===== src/rtl/ptmr_pkg.sv =====
package ptmr_pkg;
  localparam int unsigned PRE_MAX_DIV = 16;
  localparam int unsigned PRE_CNT_W   = $clog2(PRE_MAX_DIV);

  typedef enum logic [1:0] {
    PRE_DIV1   = 2'b00,
    PRE_DIV4   = 2'b01,
    PRE_DIV16A = 2'b10,
    PRE_DIV16B = 2'b11
  } pre_sel_e;

  // terminal value of the prescale accumulator for a select
  function automatic logic [PRE_CNT_W-1:0] pre_last(input pre_sel_e sel);
    case (sel)
      PRE_DIV1: return '0;
      PRE_DIV4: return PRE_CNT_W'(3);
      default:  return PRE_CNT_W'(PRE_MAX_DIV - 1);
    endcase
  endfunction
endpackage


===== src/rtl/ptmr_prescaler.sv =====
module ptmr_prescaler
  import ptmr_pkg::*;
(
  input  logic     clk_i,
  input  logic     rst_ni,
  input  logic     en_i,
  input  logic     tick_i,
  input  logic     clr_i,
  input  pre_sel_e sel_i,
  output logic     evt_o
);
  logic [PRE_CNT_W-1:0] acc_q;
  logic                 hit;

  // >= keeps a select change mid-interval from stalling the divider
  assign hit   = acc_q >= pre_last(sel_i);
  assign evt_o = en_i & tick_i & hit & ~clr_i;

  always_ff @(posedge clk_i or negedge rst_ni) begin
    if (!rst_ni)               acc_q <= '0;
    else if (clr_i)            acc_q <= '0;
    else if (en_i && tick_i)   acc_q <= hit ? '0 : acc_q + 1'b1;
  end


  pre_div1_chk: assert property (@(posedge clk_i) disable iff (!rst_ni)
    (sel_i == PRE_DIV1 && en_i && tick_i && !clr_i) |-> evt_o);


  pre_clear_chk: assert property (@(posedge clk_i) disable iff (!rst_ni)
    (clr_i && !tick_i) |=> !(evt_o && $past(sel_i) != PRE_DIV1 && sel_i == $past(sel_i)));
endmodule


===== src/rtl/ptmr_counter.sv =====
module ptmr_counter #(
  parameter int unsigned CNT_W = 8
) (
  input  logic             clk_i,
  input  logic             rst_ni,
  input  logic             evt_i,
  input  logic             load_i,
  input  logic [CNT_W-1:0] load_val_i,
  input  logic [CNT_W-1:0] per_i,
  output logic [CNT_W-1:0] cnt_o,
  output logic             wrap_o
);
  logic [CNT_W-1:0] cnt_q;
  logic             match;

  assign match  = cnt_q == per_i;
  assign wrap_o = evt_i & ~load_i & match;
  assign cnt_o  = cnt_q;

  always_ff @(posedge clk_i or negedge rst_ni) begin
    if (!rst_ni)     cnt_q <= '0;
    else if (load_i) cnt_q <= load_val_i;
    else if (evt_i)  cnt_q <= match ? '0 : cnt_q + 1'b1;
  end


  wrap_to_zero_chk: assert property (@(posedge clk_i) disable iff (!rst_ni)
    (evt_i && !load_i && cnt_q == per_i) |=> cnt_q == '0);


  step_up_chk: assert property (@(posedge clk_i) disable iff (!rst_ni)
    (evt_i && !load_i && cnt_q != per_i) |=> cnt_q == CNT_W'($past(cnt_q) + 1'b1));


  load_wins_chk: assert property (@(posedge clk_i) disable iff (!rst_ni)
    load_i |=> cnt_q == $past(load_val_i));
endmodule


===== src/rtl/ptmr_postscaler.sv =====
module ptmr_postscaler #(
  parameter int unsigned POST_W = 4
) (
  input  logic              clk_i,
  input  logic              rst_ni,
  input  logic              wrap_i,
  input  logic              clr_i,
  input  logic [POST_W-1:0] ratio_i,
  output logic              set_o
);
  logic [POST_W-1:0] acc_q;
  logic              hit;

  assign hit   = acc_q >= ratio_i;
  assign set_o = wrap_i & ~clr_i & hit;

  always_ff @(posedge clk_i or negedge rst_ni) begin
    if (!rst_ni)     acc_q <= '0;
    else if (clr_i)  acc_q <= '0;
    else if (wrap_i) acc_q <= hit ? '0 : acc_q + 1'b1;
  end


  set_needs_wrap_chk: assert property (@(posedge clk_i) disable iff (!rst_ni)
    set_o |-> wrap_i);


  ratio_one_chk: assert property (@(posedge clk_i) disable iff (!rst_ni)
    (wrap_i && !clr_i && ratio_i == '0) |-> set_o);
endmodule


===== src/rtl/period_timer.sv =====
module period_timer
  import ptmr_pkg::*;
#(
  parameter int unsigned CNT_W  = 8,
  parameter int unsigned POST_W = 4
) (
  input  logic              clk_i,
  input  logic              rst_ni,
  input  logic              tick_i,
  input  logic              cfg_we_i,
  input  logic              run_i,
  input  logic [1:0]        pre_sel_i,
  input  logic [POST_W-1:0] post_sel_i,
  input  logic              per_we_i,
  input  logic [CNT_W-1:0]  per_i,
  input  logic              cnt_we_i,
  input  logic [CNT_W-1:0]  cnt_i,
  input  logic              flag_clr_i,
  output logic [CNT_W-1:0]  cnt_o,
  output logic              flag_o
);
  logic              run_q;
  pre_sel_e          pre_q;
  logic [POST_W-1:0] post_q;
  logic [CNT_W-1:0]  per_q;
  logic              flag_q;
  logic              evt, wrap, set;

  always_ff @(posedge clk_i or negedge rst_ni) begin
    if (!rst_ni) begin
      run_q  <= 1'b0;
      pre_q  <= PRE_DIV1;
      post_q <= '0;
    end else if (cfg_we_i) begin
      run_q  <= run_i;
      pre_q  <= pre_sel_e'(pre_sel_i);
      post_q <= post_sel_i;
    end
  end

  always_ff @(posedge clk_i or negedge rst_ni) begin
    if (!rst_ni)       per_q <= '1;
    else if (per_we_i) per_q <= per_i;
  end

  ptmr_prescaler u_pre (
    .clk_i  (clk_i),
    .rst_ni (rst_ni),
    .en_i   (run_q),
    .tick_i (tick_i),
    .clr_i  (cnt_we_i),
    .sel_i  (pre_q),
    .evt_o  (evt)
  );

  ptmr_counter #(.CNT_W(CNT_W)) u_cnt (
    .clk_i      (clk_i),
    .rst_ni     (rst_ni),
    .evt_i      (evt),
    .load_i     (cnt_we_i),
    .load_val_i (cnt_i),
    .per_i      (per_q),
    .cnt_o      (cnt_o),
    .wrap_o     (wrap)
  );

  ptmr_postscaler #(.POST_W(POST_W)) u_post (
    .clk_i   (clk_i),
    .rst_ni  (rst_ni),
    .wrap_i  (wrap),
    .clr_i   (cnt_we_i),
    .ratio_i (post_q),
    .set_o   (set)
  );

  // set has priority over clear
  always_ff @(posedge clk_i or negedge rst_ni) begin
    if (!rst_ni)         flag_q <= 1'b0;
    else if (set)        flag_q <= 1'b1;
    else if (flag_clr_i) flag_q <= 1'b0;
  end
  assign flag_o = flag_q;


  hold_when_off_chk: assert property (@(posedge clk_i) disable iff (!rst_ni)
    (!run_q && !cnt_we_i) |=> $stable(cnt_o));


  hold_no_tick_chk: assert property (@(posedge clk_i) disable iff (!rst_ni)
    (!tick_i && !cnt_we_i) |=> $stable(cnt_o));


  flag_sticky_chk: assert property (@(posedge clk_i) disable iff (!rst_ni)
    (flag_o && !flag_clr_i) |=> flag_o);


  set_wins_chk: assert property (@(posedge clk_i) disable iff (!rst_ni)
    (set && flag_clr_i) |=> flag_o);


  flag_rise_chk: assert property (@(posedge clk_i) disable iff (!rst_ni)
    $rose(flag_o) |-> $past(wrap));
endmodule


===== config.mk =====
export PLATFORM = sky130hd
export DESIGN_NAME = period_timer
export DESIGN_NICKNAME = d
export VERILOG_FILES = /design/src/rtl/ptmr_pkg.sv /design/src/rtl/ptmr_prescaler.sv /design/src/rtl/ptmr_counter.sv /design/src/rtl/ptmr_postscaler.sv /design/src/rtl/period_timer.sv
export SDC_FILE = /design/constraint.sdc
export NUM_CORES = 1
export LEC_CHECK = 0
export ABC_AREA = 0
export BUFFER_PORTS_ARGS = -buffer_cell sky130_fd_sc_hd__buf_2
export CAP_MARGIN = 20
export CORE_AREA = 4 4 61 69
export DETAILED_ROUTE_END_ITERATION = 7
export DIE_AREA = 0 0 65 73
export GPL_ROUTABILITY_DRIVEN = 1
export PLACE_DENSITY = 0.76
export SYNTH_ARGS = -nofsm -noshare
export SYNTH_HDL_FRONTEND = slang
export SYNTH_SLANG_ARGS = --single-unit

===== constraint.sdc =====
create_clock -name clk_i -period 2.9 [get_ports clk_i]
set_input_delay 0.145 -clock clk_i [delete_from_list [all_inputs] [get_ports clk_i]]
set_output_delay 0.145 -clock clk_i [all_outputs]
set_load 0.01 [all_outputs]

==> results.toml <==
[cells_and_area]
drive_above_1_share = 0.3349
fin_area_sq_um = 2138
ff_latch_area_sq_um = 810.8
fillers = 314
syn2layout_area_growth_pct = 16.66
layout_common_cells = "38 x buf_2, 24 x dfrtp_1, 13 x nand2_1"
fin_nets = 252
diodes = 0
multi_input_area_sq_um = 942.2
final_common_cell = "buf_2"

[place]
place_area_sq_um = 2047
dpl.hpwl_um = 2714
port_buffers = 38
gp_congestion = 0.8353

[worst_setup_path]
r2r_start = "pre_q[1]$_DFFE_PN0P_"
critPathLaunch = "pre_q[1]$_DFFE_PN0P_"
crit_path_start_kind = "flip-flop"
endpoint_kind = "flip-flop"
cp.required_ps = 3060
crit_arrival_ps = 2610
critPathMaxFanout = 10
path_class = "flip-flop to flip-flop"

[floorplan]
die_h_um = 73
placeableCoreArea_sq_um = 3540
dieArea_sq_um = 4745
initial_utilization = 0.5179
io_pins = 39
die_x_um = 65
core.rowCount = 23

[synthesis]
synth-seq-area-share = 0.4423
synth_area_sq_um = 1833
synthMuxAreaShare = 0.06758
avgSynthCellArea_sq_um = 10.66
ys.flop_type = "dfrtp_1"
syn_inst = 172
ys_types = 45
synth_compound_area_frac = 0.1843
async_flop_share = 1.000
synth-xor-area-share = 0.04778
yosysWarningCount = 0
synth-seq-cells = 32
synth_top_family_by_area = "compound AO/OA/AOI/OAI gates"
synth_edf_count = 0
syn_nets = 213
synthAdderAreaFrac = 0.07509
synthSimpleGateAreaFrac = 0.1392

[cts]
clock_latency_ps = 280
cts_buffers = 5
clk_pin_slew_ps = 70
clkSinkCount = 32
postCtsSetupBuffers = 0
cts_resized = 0
root_buffer = "clkbuf_8"
clock_path_buffers = 2
ctsHoldBuffers = 1
htree_levels = 2
tritoncts = "yes"

[power_and_ir_drop]
powerDensity_nw_per_um2 = 520.4
irDropWorstVdd_v = 0.0003961
leakagePower_nw = 1.007

[flow_run]
maxCapViolCount = 0

[timing]
finalSetupViolCount = 0
fin_setup_tns_ps = 0
slew_headroom = 0.5350
fin_crit_sh = 0.8446
worst_slew_pin_slew_ps = 697.4
rsz0062_at_grt = "false"
hold_viol_final = 0
drv_slew = 0
min_period_ps = 2449
skew_ps = 9.256
fmax_mhz = 408.3

[drt]
wl_um = 3654
drc = 0
wl_per_cell_um = 13.95
final_antenna_net_count = 0
first_pass_iters = 4
first_iter_violations = 32
via_count = 1422
avgViaCountPerCell = 5.427

[global_routing]
antenna_found_initial = 0
grt_overflow_total = 0
grt_pass1_wl_um = 6299
grt_pass1_vias = 1404
grt_start_max_net_pins = 33
grt.total_usage = 0.1694

[min_path]
hp-class = "primary input to flip-flop"
hold_start = "flag_clr_i"

[status]
outcome = "finished, final reports clean"
sequential cells by signal (all words and copies together) (netlist names):
name / count
per_q: 8
u_cnt.cnt_o: 8
post_q: 4
u_post.acc_q: 4
u_pre.acc_q: 4
pre_q: 2
flag_o: 1
run_q: 1
per-stage QoR:
stage	std cells	power, mW	utilization	setup slack (ps)	hold slack [ps]
after floorplan	172	0.7149	-	608.1	-150.6
after global placement	253	0.7924	0.5783	503.1	240.2
after detailed placement	253	0.7983	0.5783	428.9	239.1
after CTS	262	1.128	0.6041	435.8	41.92
after global routing	262	1.182	0.6041	324.4	46.05
final	262	1.113	0.6041	450.6	49.61
logic make-up (layout without fill, tap and decap cells):
kind of cell             Yosys count  after routing
adder cells (fa/ha/maj)           11             11
XOR/XNOR                          10             10
AO/OA/AOI/OAI                     46             46
multiplexers                      11             11
flip-flops                        32             32
buffers and inverters             18             58
AND/OR/NAND/NOR                   44             44
synthesized netlist by cell type, types with 7 or more instances:
cell type / number / share of area
o21ai_0: 11 / 0.030
nand2_1: 13 / 0.027
nand3_1: 7 / 0.019
ha_1: 11 / 0.075
inv_1: 11 / 0.023
a21oi_1: 7 / 0.019
dfstp_2: 8 / 0.11
nor2_1: 7 / 0.014
mux2_2: 11 / 0.068
xor2_1: 7 / 0.033
dfrtp_1: 24 / 0.33
metal layers:
metal	vias to the layer above	GRT usage	share of wire
li1	704	-	-
met1	673	0.2216	0.46
met2	40	0.2659	0.46
met3	5	0.04931	0.057
met4	0	0.06338	0.013
met5	-	0	0
path summary, 6_finish.rpt:
check | slack, ps | cells after the start | end
max in group asynchronous | 2010 | 2 | u_post.acc_q[2]$_DFFE_PN0P_
worst min register to register | 500 | 1 | pre_q[0]$_DFFE_PN0P_
worst min-delay path | 50 | 2 | flag_o$_DFFE_PN0P_
worst max-delay path | 450 | 7 | u_cnt.cnt_o[7]$_DFFE_PN0P_
worst max register to register | 450 | 7 | u_cnt.cnt_o[7]$_DFFE_PN0P_
min in group asynchronous | 440 | 2 | u_post.acc_q[1]$_DFFE_PN0P_
report_power, final:
part | internal (mW) | switching, mW
Clock | 0.168 | 0.155
Sequential | 0.497 | 0.0521
Combinational | 0.114 | 0.126
Total | 0.779 | 0.333
worst max-delay path, stage by stage (launching register included):
cell and delay, ps:
dfrtp_1 370, or2_2 310, ha_1 270, nand2b_4 130
a2111o_1 500, a31oi_4 340, nor2_1 120, a221o_1 300
cell type report:
class,instances,share of cell area
inverter,11,0.01931
multi-input combinational,122,0.4406
sequential,32,0.3792
clock buffer,7,0.03569
timing repair buffer,39,0.09362
tap,50,0.02926
clock inverter,1,0.002341
Note: power is estimated with default switching activity, not from simulation.
